==> config.mk <==
export PLATFORM = sky130hd
export DESIGN_NAME = tmds_char_decoder
export DESIGN_NICKNAME = d
export VERILOG_FILES = /design/src/rtl/tmds_char_decoder.sv
export SDC_FILE = /design/constraint.sdc
export NUM_CORES = 1
export LEC_CHECK = 0
export BUFFER_PORTS_ARGS = -buffer_cell sky130_fd_sc_hd__buf_2
export CAP_MARGIN = 20
export CORE_ASPECT_RATIO = 0.6
export CORE_MARGIN = 1.5
export CORE_UTILIZATION = 53
export CTS_CLUSTER_DIAMETER = 80
export CTS_CLUSTER_SIZE = 25
export DETAILED_ROUTE_END_ITERATION = 8
export MAX_ROUTING_LAYER = met4
export PLACE_DENSITY = 0.95
export SYNTH_ARGS = -nofsm -noshare
export SYNTH_HDL_FRONTEND = slang
export SYNTH_SLANG_ARGS = --single-unit
==> constraint.sdc <==
create_clock -name clk -period 4.3 [get_ports clk]
set_input_delay 0.215 -clock clk [delete_from_list [all_inputs] [get_ports clk]]
set_output_delay 0.215 -clock clk [all_outputs]
set_load 0.1 [all_outputs]
==> src/rtl/tmds_char_decoder.sv <==
module tmds_char_decoder (
  input  logic        clk,
  input  logic        rst,
  input  logic [9:0]  sym_blu,
  input  logic [9:0]  sym_grn,
  input  logic [9:0]  sym_red,
  output logic [23:0] pixel,
  output logic        de,
  output logic        hsync,
  output logic        vsync,
  output logic [3:1]  ctl,
  output logic        mix_err
);

  localparam logic [9:0] KCH_00 = 10'b1101010100;
  localparam logic [9:0] KCH_01 = 10'b0010101011;
  localparam logic [9:0] KCH_10 = 10'b0101010100;
  localparam logic [9:0] KCH_11 = 10'b1010101011;

  function automatic logic is_ctl(input logic [9:0] s);
    return (s == KCH_00) || (s == KCH_01) || (s == KCH_10) || (s == KCH_11);
  endfunction

  function automatic logic ctl_lo(input logic [9:0] s);
    return (s == KCH_01) || (s == KCH_11);
  endfunction

  function automatic logic ctl_hi(input logic [9:0] s);
    return (s == KCH_10) || (s == KCH_11);
  endfunction

  function automatic logic [7:0] unscramble(input logic [9:0] s);
    logic [7:0] q;
    logic [7:0] d;
    q = s[9] ? ~s[7:0] : s[7:0];
    d[0] = q[0];
    for (int n = 1; n < 8; n++)
      d[n] = s[8] ? (q[n] ^ q[n-1]) : ~(q[n] ^ q[n-1]);
    return d;
  endfunction

  logic [2:0] kind;
  logic       all_data, all_ctl;

  assign kind     = {is_ctl(sym_red), is_ctl(sym_grn), is_ctl(sym_blu)};
  assign all_data = (kind == 3'b000);
  assign all_ctl  = (kind == 3'b111);

  always_ff @(posedge clk) begin
    if (rst) begin
      pixel   <= '0;
      de      <= 1'b0;
      hsync   <= 1'b0;
      vsync   <= 1'b0;
      ctl     <= '0;
      mix_err <= 1'b0;
    end else begin
      mix_err <= !(all_data || all_ctl);
      if (all_data) begin
        de    <= 1'b1;
        pixel <= {unscramble(sym_red), unscramble(sym_grn), unscramble(sym_blu)};
      end else if (all_ctl) begin
        de     <= 1'b0;
        hsync  <= ctl_lo(sym_blu);
        vsync  <= ctl_hi(sym_blu);
        ctl[1] <= ctl_hi(sym_grn);
        ctl[2] <= ctl_lo(sym_red);
        ctl[3] <= ctl_hi(sym_red);
      end
    end
  end

endmodule


==> results.yml <==
status:
  status: "finished clean"
sta:
  worstMarginPinSlew_ns: 0.861
  setup_tns_ns: 0
  grt_setup_unrepaired: "no"
  max_freq_ghz: 0.458
  finalSetupViolations: 0
  period_share_pct: 50.7
  skew_ns: 0
  final_max_slew_viol_count: 0
  min_period_ns: 2.18
  maxSlewHeadroom_pct: 42.6
  finalHoldViolCount: 0
die:
  rows: 16
  core_area_sq_um: 3240
  start_util_pct: 55.1
  dieArea_sq_um: 3740
  die_y_um: 48.0
  fp.dieW_um: 78.0
  num_io_pins: 63
synth:
  synthesis.nets: 214
  syn_avg_cell_area_sq_um: 9.93
  synth_cell_types: 33
  yosysTopAreaCell: "dfxtp_1"
  syn_area_sq_um: 1790
  synth_warnings: 0
  synth_edf_count: 0
  synth-seq-cells: 31
  synth_area_leaders: "dfxtp_1 35%, xnor2_1 17%, a211oi_2 13%"
  yosysTopAreaCellShare_pct: 34.7
  syn_inst: 180
  synthFlopType: "dfxtp_1"
  synth_seq_area_share_pct: 34.7
  ys_async_sr_fraction_pct: 0
clock_tree:
  clk_path_buf_depth: 2
  root_buffer: "clkbuf_8"
  cts_buffers: 5
  cts_tree: "done"
  post_cts_buffers: 0
  cts_resized: 0
  cts_sinks: 31
  postCtsHoldBufs: 0
  insertion_delay_ns: 0.28
  clkTransAtPathRegs_ns: 0.06
  h-tree-depth: 2
route:
  ant_nets: 0
  vias: 1561
  routed_wl_mm: 4.22
  dr.pass1.iters: 4
  routed.top_layer: "met4"
  wl_per_cell_um: 15.1
  wl_met3_um: 283
  wl_met1_mm: 2.16
  drt-initial-drc-count: 68
  wl_met2_mm: 1.74
  post-route-drc-count: 0
  viasPerCell: 5.58
critical_path:
  cpPeakStageDelay_ns: 0.52
  critPathBufInv: 1
  path_depth: 6
  worst_ep_required_time_ns: 4.49
  critical_path.top_delay_family: "simple AND/OR/NAND/NOR gates"
  crit_path_end_kind: "register"
  cp-start-kind: "input port"
  path_class: "in -> reg"
  worstRegToRegCells: 2
  worstPathArrival_ns: 2.37
  worstPathCellList: "buf_2, or4b_1, or3_1, and2_1, and2_4, a211oi_1"
  crit_slowest_cell: "or4b_1"
  critPathMaxFanout: 26
final_layout:
  insertedDiodeCount: 0
  nets: 268
  syn2layout_area_growth_pct: 22.2
  drive_gt1_share_pct: 39.6
  register_area_sq_um: 621
  multiInputGateArea_sq_um: 1070
  fillCellCount: 268
place:
  port_buffers: 62
  dp_hpwl_mm: 3.01
  place_congestion: 0.867
worst_hold_path:
  min_path_cells: 3
  hold_class: "in -> reg"
power_and_ir_drop:
  p_per_area_nw_per_um2: 434
  p_total_mw: 0.948
  leakage_nw: 0.909
  peakVddDrop_v: 0.000310
grt:
  grt_pass1_vias: 1384
  grt_remaining_overflow: 0
  grt_pass1_wl_mm: 6.60
  grt_max_degree: 32
  grt_usage_pct: 24.6
  antenna_found_initial: 0
run:
  max-cap-violations: 0
state kept, by name, indices dropped and copies added, names as in the netlist:
signal   flops
ctl          3
vsync        1
mix_err      1
de           1
hsync        1
pixel       24
cell usage after synthesis, drive strengths merged, types with 2 or more instances:
cell     instances
or3              3
nand4b           2
nand3            2
or4b             3
nor2             2
and2             2
xnor2           35
dfxtp           31
inv              3
or4              3
mux2i            5
nand2            7
a211oi          24
nand4            2
nor2b            3
buf              5
a32o             2
ha               2
clkbuf          10
a21oi           24
nand4bb          2
stage by stage:
| step | util (%) | worst slack (ns) | hold WS, ns | instances | cell area (sq um) |
|---|---|---|---|---|---|
| floorplan | - | 2.34 | 0.419 | 180 | 1790 |
| global placement | 63.7 | 1.91 | 0.448 | 272 | 2070 |
| detailed placement | 63.7 | 1.85 | 0.470 | 272 | 2070 |
| CTS | 67.4 | 2.15 | 0.257 | 280 | 2180 |
| global route | 67.4 | 1.99 | 0.271 | 280 | 2180 |
| finish | 67.4 | 2.12 | 0.255 | 280 | 2180 |
power by group:
group / total (mW) / internal, mW / switching, mW
clock network: 0.294 / 0.187 / 0.107
logic: 0.326 / 0.0763 / 0.250
registers: 0.328 / 0.313 / 0.0153
kinds of logic after synthesis:
kind of cell,Yosys count,share of synthesized area [%]
AO/OA/AOI/OAI,53,24.5
XOR/XNOR,35,17.1
AND/OR/NAND/NOR,35,13.3
flip-flops,31,34.7
buffers and inverters,18,5.53
multiplexers,6,3.43
adder cells (fa/ha/maj),2,1.40
layer usage:
layer	track usage (%)	vias to the layer above
li1	-	762
met1	34.5	739
met2	33.4	53
met3	7.62	7
met4	7.50	0
met5	-	-
cells in the final DEF (no fill, tap or decap), types with 5 or more instances in the layout:
| master | Yosys | routed |
|---|---|---|
| dfxtp_1 | 31 | 31 |
| mux2i_1 | 5 | 5 |
| xnor2_1 | 35 | 35 |
| buf_2 | 1 | 62 |
| clkbuf_8 | 0 | 6 |
| nand2_1 | 7 | 7 |
| a211oi_2 | 19 | 19 |
| a211oi_1 | 5 | 5 |
| a21oi_1 | 24 | 24 |
worst paths after layout:
| path | startpoint | end | slack [ns] |
|---|---|---|---|
| worst min-delay path | sym_red[7] | pixel[23] | 0.26 |
| worst min register to register | ctl[3] | ctl[3] | 0.48 |
| worst max-delay path | sym_red[1] | pixel[1] | 2.12 |
| worst max register to register | ctl[2] | ctl[2] | 3.49 |
tightest hold or removal path: stages:
cell and delay [ns]:
buf_2 0.10, xnor2_1 0.11, a211oi_1 0.06
cell type report:
class                      count  area share [%]
multi-input combinational    131            48.9
sequential                    31            28.4
timing repair buffer          62            14.2
clock buffer                   6            3.78
tap                           45            2.58
clock inverter                 2            1.60
inverter                       3           0.515
(Power assumes the default switching activity.)
